File: config.mk
export PLATFORM = sky130hd
export DESIGN_NAME = pwt_channel
export DESIGN_NICKNAME = d
export VERILOG_FILES = /design/src/rtl/pwt_pkg.sv /design/src/rtl/pwt_in_cond.sv /design/src/rtl/pwt_edge.sv /design/src/rtl/pwt_core.sv /design/src/rtl/pwt_channel.sv
export SDC_FILE = /design/constraint.sdc
export NUM_CORES = 1
export LEC_CHECK = 0
export BUFFER_PORTS_ARGS = -buffer_cell sky130_fd_sc_hd__buf_2
export CAP_MARGIN = 40
export CORE_UTILIZATION = 40
export DETAILED_ROUTE_END_ITERATION = 16
export PLACE_DENSITY = 0.72
export RECOVER_POWER = 100
export REMOVE_ABC_BUFFERS = 1
export SYNTH_ARGS = -nofsm -noshare
export SYNTH_HDL_FRONTEND = slang
export SYNTH_SLANG_ARGS = --single-unit
export TNS_END_PERCENT = 30
File: constraint.sdc
create_clock -name clk -period 3.7 [get_ports clk]
set_input_delay 0.37 -clock clk [delete_from_list [all_inputs] [get_ports clk]]
set_output_delay 0.37 -clock clk [all_outputs]
set_load 0.05 [all_outputs]
File: src/rtl/pwt_pkg.sv
package pwt_pkg;
   typedef enum logic [1:0] {
      ST_IDLE  = 2'd0,
      ST_WAIT  = 2'd1,
      ST_COUNT = 2'd2
   } pwt_state_e;

   typedef enum logic {
      LVL_HIGH = 1'b0,
      LVL_LOW  = 1'b1
   } pwt_level_e;
endpackage

File: src/rtl/pwt_in_cond.sv
module pwt_in_cond #(
   parameter int SYNC_STAGES = 2,
   parameter int FILT_LEN    = 2
) (
   input  logic clk,
   input  logic rst_n,
   input  logic pin_in,
   input  logic filt_en,
   output logic lvl_out
);
   localparam int SMSB = SYNC_STAGES - 1;

   logic [SMSB:0] sync_q;
   logic          sync_lvl;
   logic          filt_lvl;

   always_ff @(posedge clk or negedge rst_n) begin
      if (!rst_n) sync_q <= '0;
      else        sync_q <= {sync_q[SMSB-1:0], pin_in};
   end
   assign sync_lvl = sync_q[SMSB];

   generate
      if (FILT_LEN > 1) begin : g_filt
         logic [FILT_LEN-1:0] hist_q;
         logic                acc_q;
         always_ff @(posedge clk or negedge rst_n) begin
            if (!rst_n) begin
               hist_q <= '0;
               acc_q  <= 1'b0;
            end else begin
               hist_q <= {hist_q[FILT_LEN-2:0], sync_lvl};
               if (&hist_q)       acc_q <= 1'b1;
               else if (~|hist_q) acc_q <= 1'b0;
            end
         end
         assign filt_lvl = acc_q;
      end else begin : g_nofilt
         assign filt_lvl = sync_lvl;
      end
   endgenerate

   assign lvl_out = filt_en ? filt_lvl : sync_lvl;
endmodule

File: src/rtl/pwt_edge.sv
module pwt_edge
   import pwt_pkg::*;
(
   input  logic       clk,
   input  logic       rst_n,
   input  logic       lvl,
   input  pwt_level_e mode,
   output logic       start_edge,
   output logic       cap_edge
);
   logic prev_q;
   logic rise;
   logic fall;

   always_ff @(posedge clk or negedge rst_n) begin
      if (!rst_n) prev_q <= 1'b0;
      else        prev_q <= lvl;
   end

   assign rise = lvl & ~prev_q;
   assign fall = ~lvl & prev_q;

   always_comb begin
      if (mode == LVL_LOW) begin
         start_edge = fall;
         cap_edge   = rise;
      end else begin
         start_edge = rise;
         cap_edge   = fall;
      end
   end
endmodule

File: src/rtl/pwt_core.sv
module pwt_core
   import pwt_pkg::*;
#(
   parameter int CNT_W = 16
) (
   input  logic             clk,
   input  logic             rst_n,
   input  logic             tick_en,
   input  logic             start_trg,
   input  logic             stop_trg,
   input  logic             start_edge,
   input  logic             cap_edge,
   output logic [CNT_W-1:0] cnt_q,
   output logic [CNT_W-1:0] cap_q,
   output logic             ovf_q,
   output logic             run_q,
   output logic             irq_q
);
   localparam logic [CNT_W-1:0] CNT_MAX = '1;

   pwt_state_e state_q;
   logic       wrap_q;

   always_ff @(posedge clk or negedge rst_n) begin
      if (!rst_n) begin
         state_q <= ST_IDLE;
         cnt_q   <= '0;
         cap_q   <= '0;
         ovf_q   <= 1'b0;
         run_q   <= 1'b0;
         irq_q   <= 1'b0;
         wrap_q  <= 1'b0;
      end else begin
         irq_q <= 1'b0;
         if (stop_trg) begin
            run_q   <= 1'b0;
            state_q <= ST_IDLE;
         end else if (start_trg) begin
            run_q   <= 1'b1;
            state_q <= ST_WAIT;
         end else begin
            case (state_q)
               ST_WAIT: begin
                  if (start_edge) begin
                     cnt_q   <= '0;
                     wrap_q  <= 1'b0;
                     state_q <= ST_COUNT;
                  end
               end
               ST_COUNT: begin
                  if (cap_edge) begin
                     cap_q   <= cnt_q;
                     ovf_q   <= wrap_q;
                     irq_q   <= 1'b1;
                     state_q <= ST_WAIT;
                  end else if (tick_en) begin
                     cnt_q <= cnt_q + 1'b1;
                     if (cnt_q == CNT_MAX) wrap_q <= 1'b1;
                  end
               end
               default: state_q <= ST_IDLE;
            endcase
         end
      end
   end
endmodule

File: src/rtl/pwt_channel.sv
module pwt_channel
   import pwt_pkg::*;
#(
   parameter int CNT_W       = 16,
   parameter int SYNC_STAGES = 2,
   parameter int FILT_LEN    = 2
) (
   input  logic             clk,
   input  logic             rst_n,
   input  logic             tick_en,
   input  logic             pin_in,
   input  logic             start_trg,
   input  logic             stop_trg,
   input  logic             cfg_wr,
   input  logic             cfg_level,
   input  logic             cfg_filt_en,
   output logic [CNT_W-1:0] cap_data,
   output logic             ovf,
   output logic             run_en,
   output logic [CNT_W-1:0] cnt_val,
   output logic             irq
);
   generate
      if (CNT_W < 2)       begin : g_bad_w    $error("CNT_W must be at least 2");       end
      if (SYNC_STAGES < 2) begin : g_bad_sync $error("SYNC_STAGES must be at least 2"); end
      if (FILT_LEN < 1)    begin : g_bad_filt $error("FILT_LEN must be at least 1");    end
   endgenerate

   pwt_level_e mode_q;
   logic       filt_q;
   logic       lvl;
   logic       start_edge;
   logic       cap_edge;

   always_ff @(posedge clk or negedge rst_n) begin
      if (!rst_n) begin
         mode_q <= LVL_HIGH;
         filt_q <= 1'b0;
      end else if (cfg_wr && !run_en) begin
         mode_q <= pwt_level_e'(cfg_level);
         filt_q <= cfg_filt_en;
      end
   end

   pwt_in_cond #(.SYNC_STAGES(SYNC_STAGES), .FILT_LEN(FILT_LEN)) u_cond (
      .clk(clk), .rst_n(rst_n), .pin_in(pin_in), .filt_en(filt_q), .lvl_out(lvl)
   );

   pwt_edge u_edge (
      .clk(clk), .rst_n(rst_n), .lvl(lvl), .mode(mode_q),
      .start_edge(start_edge), .cap_edge(cap_edge)
   );

   pwt_core #(.CNT_W(CNT_W)) u_core (
      .clk(clk), .rst_n(rst_n), .tick_en(tick_en),
      .start_trg(start_trg), .stop_trg(stop_trg),
      .start_edge(start_edge), .cap_edge(cap_edge),
      .cnt_q(cnt_val), .cap_q(cap_data), .ovf_q(ovf),
      .run_q(run_en), .irq_q(irq)
   );
endmodule

**Yosys cells after proc, flatten, opt, wreduce, memory -nomap -nowiden**

Index checks and enable logic that the tools add are counted.

- Logic and storage cells: 65
- Register bits after elaboration: 46

- Multiplexer cells: 25
- Bitwise gates (word level): 6
- Reduce and logical (&&, ||, !) cells: 10
- Add/sub/neg operators: 1
- Equal/unequal tests: 10

Operator list:

| operator | number |
|---|---|
| 16-bit 2-to-1 mux | 3 |
| 16-bit one-hot mux with 2 select lines | 1 |
| 16-bit by 1-bit adder with 16-bit output, second input constant | 1 |
| 16-bit == test, second input constant | 1 |
| 1-bit 2-to-1 mux | 15 |
| 2-bit 2-to-1 mux | 4 |
| 4-bit != test, second input constant | 2 |
| 7-bit AND reduction | 1 |
| 2-bit != test, second input constant | 3 |
| 6-bit AND reduction | 1 |
| 2-bit by 1-bit != test with 1-bit output, second input constant | 2 |
| 1-bit NOT | 4 |
| 2-bit one-hot mux with 2 select lines | 1 |
| 2-bit AND reduction | 2 |
| 4-bit AND reduction | 1 |
| 2-bit nonzero test | 2 |
| 1-bit AND | 2 |
| 2-bit by 1-bit == test with 1-bit output, second input constant | 1 |
| 2-bit == test, second input constant | 1 |
| 1-bit one-hot mux with 2 select lines | 1 |
| 2-bit OR reduction | 1 |
| 1-bit logical AND | 1 |
| 1-bit logical NOT | 1 |

**Depth between registers and ports, before layout**

Gate-level depths: netlist (run 1).

- Depth after elaboration: 8
- Gate-level depth with buffers: 8
- Mapped depth without buffers: 6

**By module**

From an unflattened synthesis (run 1), not the netlist that was laid out.

- Cells, all modules: 186
- Area total of the unflattened synthesis: 2110.8 sq um

By module, submodules not included:

| module | sequential area each (sq um) | times used | cells each | area an instance (sq um) |
|---|---|---|---|---|
| pwt_core | 950.9 | 1 | 168 | 1794.2 |
| pwt_in_cond | 125.1 | 1 | 8 | 163.9 |
| pwt_channel | 50.0 | 1 | 5 | 93.8 |
| pwt_edge | 25.0 | 1 | 5 | 58.8 |

**Least setup slack after synthesis (run 1)**

No wires, ideal clock.

- Path kind: reg-to-reg
- From: register u_core.cnt_q[5]
- To: register u_core.cnt_q[15]
- Period minus slack after synthesis: 2.128 ns
- Stages on the path, launching flop included: 8
- Data required time: 3.556 ns
- Buffers on the path: 2
- Path slack: 1.572 ns
- Arrival time: 1.984 ns
- Setup time: 0.144 ns
- Cell sequence: dfrtp_1 -> clkbuf_1 -> and4_1 -> and2_1 -> clkbuf_1 -> a31oi_1 -> o21ai_0 -> o31ai_4

- Longest elaborated chain between the ends: 4

Ends and longest elaborated chain:

| element | RTL line | RTL |
|---|---|---|
| start, declared | pwt_core.sv:13 | `output logic [CNT_W-1:0] cnt_q,` |
| start signal, assigned | pwt_core.sv:57 | `cnt_q <= cnt_q + 1'b1;` |
| 16-bit by 1-bit adder with 16-bit output | pwt_core.sv:57 |  |
| 16-bit 2-to-1 mux | pwt_core.sv:56 | `end else if (tick_en) begin` |
| 16-bit 2-to-1 mux | pwt_core.sv:51 | `if (cap_edge) begin` |
| 16-bit one-hot mux with 2 select lines | pwt_core.sv:42 | `case (state_q)` |

Every way passes these cells. The select of a mux whose other input is x is not followed.
A chain may end at the register's enable or synchronous reset.

**Worst setup path after layout (run 1)**

- From: register filt_q
- To: register u_core.cnt_q[7]

- Longest elaborated chain between the ends: 6

Ends and longest elaborated chain:

| element | RTL line | RTL |
|---|---|---|
| start, declared | pwt_channel.sv:30 | `logic filt_q;` |
| start signal, assigned | pwt_channel.sv:41 | `filt_q <= cfg_filt_en;` |
| 1-bit 2-to-1 mux * | pwt_in_cond.sv:43 | `assign lvl_out = filt_en ? filt_lvl : sync_lvl;` |
| 1-bit NOT | pwt_edge.sv:21 | `assign fall = ~lvl & prev_q;` |
| 1-bit AND | pwt_edge.sv:21 |  |
| 1-bit 2-to-1 mux | pwt_edge.sv:24 | `if (mode == LVL_LOW) begin` |
| 2-bit != test (no source line) | n/a |  |
| 6-bit AND reduction (no source line) * | n/a |  |

Every way passes the cells marked *; elsewhere a longest branch is shown, timed or not.

==> results of run 1 <==
==> worst register-to-register path, stage by stage, from the launching register on <==
cell	delay (ps)
sky130_fd_sc_hd__dfrtp_1	360
sky130_fd_sc_hd__mux2i_1	660
sky130_fd_sc_hd__mux2i_1	420
sky130_fd_sc_hd__o31ai_4	70
sky130_fd_sc_hd__buf_4	200
sky130_fd_sc_hd__or2_1	390
sky130_fd_sc_hd__buf_4	250
sky130_fd_sc_hd__o41ai_1	320
==> synthesized netlist by cell type (3+ instances only) <==
cell | count | share of area
sky130_fd_sc_hd__a31oi_1 | 7 | 0.019
sky130_fd_sc_hd__and2_1 | 3 | 0.0082
sky130_fd_sc_hd__and3_1 | 4 | 0.011
sky130_fd_sc_hd__buf_6 | 3 | 0.015
sky130_fd_sc_hd__clkbuf_1 | 6 | 0.0098
sky130_fd_sc_hd__dfrtp_1 | 46 | 0.50
sky130_fd_sc_hd__inv_1 | 3 | 0.0049
sky130_fd_sc_hd__mux2_2 | 19 | 0.093
sky130_fd_sc_hd__nand2_1 | 9 | 0.015
sky130_fd_sc_hd__nand2b_1 | 3 | 0.0082
sky130_fd_sc_hd__nand3_1 | 10 | 0.022
sky130_fd_sc_hd__nor2_1 | 13 | 0.021
sky130_fd_sc_hd__nor2b_1 | 4 | 0.011
sky130_fd_sc_hd__nor3_1 | 3 | 0.0065
sky130_fd_sc_hd__o21ai_0 | 18 | 0.039
sky130_fd_sc_hd__o31ai_1 | 3 | 0.0098
sky130_fd_sc_hd__o31ai_4 | 9 | 0.084
==> cell families (layout without fill, tap and decap cells) <==
logic type      after synthesis  in the layout  share of synthesized area
compound gates               48             48                     0.2009
fa+ha+maj                     2              2                    0.01092
buf+inv                      15             57                    0.04203
flops                        46             46                     0.5022
mux                          23             23                     0.1184
simple gates                 56             56                     0.1255
==> per-stage QoR <==
step / utilization / cells
global route: 0.4610 / 304
floorplan: - / 178
finish: 0.4610 / 304
global placement: 0.4590 / 295
CTS: 0.4849 / 304
detailed placement: 0.4626 / 296
==> final cells by class <==
type / count / area share
flip-flops and latches: 46 / 0.4534
repair buffers: 47 / 0.08477
inverters: 3 / 0.004436
clock buffers: 6 / 0.03253
multi-input cells: 129 / 0.3775
well taps: 72 / 0.03549
clock inverters: 1 / 0.01183
==> metal layers <==
layer / track usage / wire, um / vias to the layer above
li1: - / - / 782
met1: 0.2012 / 2112 / 809
met2: 0.2566 / 1957 / 40
met3: 0.03882 / 172 / 5
met4: 0.05283 / 49 / 0
met5: 0 / 0 / -
==> flip-flops by register name (all words and copies together) (netlist names) <==
| name | count |
|---|---|
| mode_q | 1 |
| filt_q | 1 |
| u_edge.prev_q | 1 |
| u_core.cnt_q | 16 |
| u_core.state_q | 2 |
| u_core.irq_q | 1 |
| u_core.run_q | 1 |
| u_core.wrap_q | 1 |
| u_cond.sync_q | 2 |
| u_core.ovf_q | 1 |
| u_cond.filt_lvl | 1 |
| u_core.cap_q | 16 |
| u_cond.g_filt.hist_q | 2 |
==> power by group <==
group          leakage, uW  internal [uW]  switching [uW]
registers         0.000620            520            18.9
clock network    0.0000573            216             170
logic             0.000442           34.5            49.8
==> how the worst min path moves through the flow <==
stage | startpoint | end | slack (ps) | cells after the start
after floorplan | rst_n | filt_q | 70 | 0
after global placement | u_cond.sync_q[0] | u_cond.sync_q[1] | 340 | 0
after detailed placement | rst_n | u_core.irq_q | 250 | 1
after CTS | pin_in | u_cond.sync_q[0] | 160 | 1
after global routing | pin_in | u_cond.sync_q[0] | 160 | 1
final | pin_in | u_cond.sync_q[0] | 170 | 1
==> timing repair <==
item / CTS / global route
resized for setup: 0 / 0
hold endpoints to repair: 9 / 0
hold buffers: 1 / 0
==> impl_metrics.json, run 1 <==
{
  "timing.final.setup_violations": 0,
  "clkLatencyLatePin_ps": 300,
  "crit_path_max_incr_delay_ps": 660,
  "multiInputGateArea_um2": 958.4,
  "clock_skew_ps": 8.778,
  "cts_tree": "yes",
  "die-height_um": 77.70,
  "fmax_mhz": 359.4,
  "number_of_vias_per_cell": 5.382,
  "num_io_pins": 44,
  "synthArstFlopShare": 1.000,
  "final_common_cell": "sky130_fd_sc_hd__dfrtp_1",
  "synthesis.yosys.warnings": 0,
  "slew_viol_final": 0,
  "max_cap_violations": 0,
  "cts.clk_slew.worst_paths_ps": 80,
  "worst_hold_path_type": "in2reg",
  "drive_gt1_frac": 0.1853,
  "route.antenna.remaining_nets": 0,
  "route.vias.total": 1636,
  "timing.final.crit_share": 0.7519,
  "maximum_number_of_pins_on_one_net_before_global_route_repair": 38,
  "most_frequent_cells_in_the_layout": "46 x sky130_fd_sc_hd__dfrtp_1, 36 x sky130_fd_sc_hd__clkbuf_1, 19 x sky130_fd_sc_hd__o21ai_0, 19 x sky130_fd_sc_hd__mux2_2, 13 x sky130_fd_sc_hd__nor2_1",
  "post_synthesis_area_per_instance_um2": 12.06,
  "cellLeakagePower_uw": 0.001119,
  "critical_path.endpoint_type": "flop",
  "buffer_levels_on_the_longest_clock_path": 2,
  "pwr_density_cell_nw_per_um2": 397.7,
  "worst_path_max_delay_cell": "sky130_fd_sc_hd__mux2i_1",
  "critical_path_fanout_max": 19,
  "cp_data_required_time_ps": 3900,
  "finalWorstPathRequiredPeriod_ps": 2782,
  "synth_ff_type": "sky130_fd_sc_hd__dfrtp_1",
  "globalplace.congestion": 0.8030,
  "timing.rr.end": "u_core.cnt_q[7]",
  "buffer_ports.inserted": 43,
  "final.setup.worst_slack_ps": 917.9,
  "number_of_flops_mapped_to_enable_cells_by_yosys": 0,
  "worst_hold_slack_ps": 169.4,
  "drt_first_pass_iters": 4,
  "routed_wirelength_um": 4292,
  "stdcell_area_um2": 2539,
  "drt-initial-drc-count": 138,
  "antenna_violations_before_repair": 0,
  "placementRows": 27,
  "drc": 0,
  "placement.setup.worst_slack_ps": 1161,
  "report.final.hold_viol_count": 0,
  "critical_path.startpoint": "filt_q",
  "layout.area.seq_um2": 1151,
  "worst_r2r_path_depth": 7,
  "critPathKind": "reg2reg",
  "dpl_cell_area_um2": 2547,
  "h-tree-depth": 2,
  "grt_total_usage": 0.1566,
  "initial_core_util": 0.4163,
  "timing.critical_path.to": "u_core.cnt_q[7]",
  "die_w_um": 77.70,
  "setup_total_negative_slack_ps": 0,
  "grt_first_pass_wirelength_um": 7396,
  "clock-sinks": 46,
  "first_global_vias": 1575,
  "drt-wirelength-per-cell_um": 14.12,
  "outcome": "completed",
  "numCtsBuffers": 5,
  "ir_drop_uv": 232.1,
  "num-nets-final": 243,
  "worst-endpoint-arrival_ps": 2980,
  "worstReg2RegStart": "filt_q",
  "crit_path_cell_trace": "mux2i_1 > mux2i_1 > o31ai_4 > buf_4 > or2_1 > buf_4 > o41ai_1",
  "cts_root_buffer": "sky130_fd_sc_hd__clkbuf_8",
  "grt_overflow": 0,
  "place.detailed.hpwl_um": 2899,
  "syn_to_final_growth_pct": 10.75,
  "cp.depth": 7,
  "synth_seq_cells": 46,
  "start_kind": "flop",
  "floorplan.die_area_um2": 6037,
  "ys_types": 38,
  "syn-cell-area_um2": 2292,
  "sequential_fraction_of_the_synthesis_area": 0.5022,
  "worst_tran_pin_value_ps": 767.3,
  "timing.critical_path.buf_inv": 2,
  "synth_cells": 190,
  "design_power_total_uw": 1010,
  "core_um2": 5507,
  "post-cts-setup-buffers": 0,
  "rrSetupSlack_ps": 920,
  "antenna_cells": 0,
  "rsz_0062_raised_after_global_routing": "false",
  "fillerInstances": 535,
  "max-slew-margin-rel": 0.4738,
  "critical-path-top-delay-family": "multiplexers"
}
Note: power is estimated with default switching activity, not from simulation.
==> run 2: changes to the inputs <==
==> constraint.sdc (replaced) <==
create_clock -name clk -period 2.6 [get_ports clk]
set_input_delay 0.26 -clock clk [delete_from_list [all_inputs] [get_ports clk]]
set_output_delay 0.26 -clock clk [all_outputs]
set_load 0.05 [all_outputs]
==> run 2 against run 1 <==
Sequential share of layout area fell by 1.0 points. Worst setup slack got worse by 640 ps. Cell area rose by 2.3%. Fmax rose by 20%. Critical path depth fell by 1. Via count rose by 0.79%. Non-clock buffer count rose by 3. Power rose by 30%. Sequential cell count did not move. Sequential power rose by 43%. Core utilization rose by 1.0 points.
==> impl_metrics.json, run 2 (synthesis results as in run 1) <==
{
  "fmax_mhz": 430.6,
  "finalWorstPathRequiredPeriod_ps": 2322,
  "initial_core_util": 0.4163,
  "worst_hold_slack_ps": 64.74,
  "drt_first_pass_iters": 4,
  "timing.critical_path.buf_inv": 1,
  "core_um2": 5507,
  "num-nets-final": 246,
  "route.antenna.remaining_nets": 0,
  "h-tree-depth": 2,
  "routed-wl-met2_um": 2133,
  "max-slew-margin-rel": 0.3769,
  "die-height_um": 77.70,
  "slew_viol_final": 0,
  "fillerInstances": 525,
  "worst-endpoint-arrival_ps": 2510,
  "antenna_cells": 0,
  "setup_total_negative_slack_ps": 0,
  "cts.clk_slew.worst_paths_ps": 80,
  "drt-initial-drc-count": 87,
  "globalplace.congestion": 0.8201,
  "rrSetupSlack_ps": 280,
  "buffer_levels_on_the_longest_clock_path": 2,
  "post-route-util": 0.4715,
  "cp_data_required_time_ps": 2790,
  "final_common_cell": "sky130_fd_sc_hd__dfrtp_1",
  "drt-wirelength-per-cell_um": 14.68,
  "buffer_ports.inserted": 43,
  "crit_path_max_incr_delay_ps": 560,
  "clkLatencyLatePin_ps": 300,
  "cts_root_buffer": "sky130_fd_sc_hd__clkbuf_8",
  "ir_drop_uv": 193.3,
  "grt_first_pass_wirelength_um": 7935,
  "worst_r2r_path_depth": 6,
  "pwr_density_cell_nw_per_um2": 504.8,
  "timing.rr.end": "u_core.wrap_q",
  "most_frequent_cells_in_the_layout": "46 x sky130_fd_sc_hd__dfrtp_1, 39 x sky130_fd_sc_hd__clkbuf_1, 19 x sky130_fd_sc_hd__o21ai_0, 19 x sky130_fd_sc_hd__mux2_2, 13 x sky130_fd_sc_hd__nor2_1",
  "worst_hold_path_type": "in2reg",
  "timing.final.setup_violations": 0,
  "drive_gt1_frac": 0.2128,
  "route.layer.met1.wl_um": 2063,
  "grt_overflow": 0,
  "route.vias.total": 1649,
  "max_cap_violations": 0,
  "rsz_0062_raised_after_global_routing": "false",
  "maximum_number_of_pins_on_one_net_before_global_route_repair": 31,
  "timing.hold.worst.start": "pin_in",
  "num_io_pins": 44,
  "critPathKind": "reg2reg",
  "registers_with_the_highest_flip_flop_counts": "u_core.cap_q (16), u_core.cnt_q (16)",
  "layout.area.seq_um2": 1151,
  "clock_skew_ps": 5.138,
  "numCtsBuffers": 5,
  "routed-wl-met3_um": 242,
  "timing.final.crit_share": 0.8933,
  "outcome": "completed",
  "worst_hold_path.num_cells": 1,
  "critical_path_fanout_max": 18,
  "routed_wirelength_um": 4506,
  "worst_path_max_delay_cell": "sky130_fd_sc_hd__clkbuf_1",
  "die_w_um": 77.70,
  "cellLeakagePower_uw": 0.001124,
  "grt_total_usage": 0.1705,
  "critical_path.endpoint_type": "flop",
  "hold_end": "u_cond.sync_q[0]",
  "post-cts-setup-buffers": 0,
  "clock-sinks": 46,
  "placementRows": 27,
  "start_kind": "flop",
  "first_global_vias": 1596,
  "floorplan.die_area_um2": 6037,
  "drc": 0,
  "critical-path-top-delay-family": "multiplexers",
  "number_of_vias_per_cell": 5.371,
  "worst_tran_pin_value_ps": 934.6,
  "crit_path_cell_trace": "mux2i_4 > mux2i_1 > o31ai_4 > clkbuf_1 > or2b_1 > and3_1",
  "antenna_violations_before_repair": 0,
  "multiInputGateArea_um2": 1041,
  "route.top_layer_used": "met4",
  "place.detailed.hpwl_um": 3140,
  "syn_to_final_growth_pct": 13.26,
  "cts_tree": "yes",
  "worstReg2RegStart": "filt_q",
  "report.final.hold_viol_count": 0
}
run 2: cell types whose count changed in the layout (fill, tap and decap cells not counted):
cell / before / now
sky130_fd_sc_hd__o31ai_4: 5 / 9
sky130_fd_sc_hd__o41ai_2: 0 / 2
sky130_fd_sc_hd__clkbuf_8: 6 / 5
sky130_fd_sc_hd__mux2i_1: 3 / 2
sky130_fd_sc_hd__o31ai_1: 7 / 3
sky130_fd_sc_hd__clkbuf_2: 0 / 1
sky130_fd_sc_hd__o41ai_1: 3 / 1
sky130_fd_sc_hd__clkbuf_1: 36 / 39
sky130_fd_sc_hd__buf_8: 0 / 1
sky130_fd_sc_hd__mux2i_4: 0 / 1
sky130_fd_sc_hd__bufinv_16: 1 / 0
sky130_fd_sc_hd__buf_12: 1 / 0
sky130_fd_sc_hd__clkinvlp_4: 0 / 1
run 2: what timing repair did:
action | in CTS | in global routing
endpoints found under the hold margin | 16 | 0
hold buffers | 1 | 0
gates resized for setup | 0 | 0
run 2: power by group:
part | switching (uW) | internal, uW
clock | 231 | 185
combinational | 74.9 | 50.0
sequential | 30.1 | 740
total | 336 | 975
run 2: worst max path at each step:
stage,from,end,slack (ps),depth (start not counted)
6_report,filt_q,u_core.wrap_q,280,6
5_1_grt,filt_q,u_core.cnt_q[15],110,6
4_1_cts,filt_q,u_core.cnt_q[7],320,6
3_5_place_dp,filt_q,u_core.cnt_q[7],340,6
3_3_place_gp,filt_q,u_core.cnt_q[10],260,6
2_1_floorplan,filt_q,u_core.cnt_q[13],230,5
run 2: per-layer routing:
| metal | global-route usage | vias up |
|---|---|---|
| li1 | - | 784 |
| met1 | 0.2322 | 806 |
| met2 | 0.2637 | 53 |
| met3 | 0.04118 | 6 |
| met4 | 0.06038 | 0 |
| met5 | 0 | - |
run 2: cell type report:
| type | instances | share of cell area |
|---|---|---|
| repair buffers | 50 | 0.08578 |
| multi-input cells | 129 | 0.4010 |
| clock buffers | 6 | 0.02795 |
| well taps | 72 | 0.03470 |
| inverters | 3 | 0.004337 |
| flip-flops and latches | 46 | 0.4434 |
| clock inverters | 1 | 0.002892 |
run 2: metrics by stage:
step	cell area, um^2	worst slack, ps	instances	power (uW)
3_5_place_dp	2577	335.8	299	913.6
4_1_cts	2668	318.5	307	1339
2_1_floorplan	2207	229.0	178	862.2
5_1_grt	2596	113.7	307	1385
6_report	2596	277.5	307	1311
3_3_place_gp	2542	258.8	297	903.4
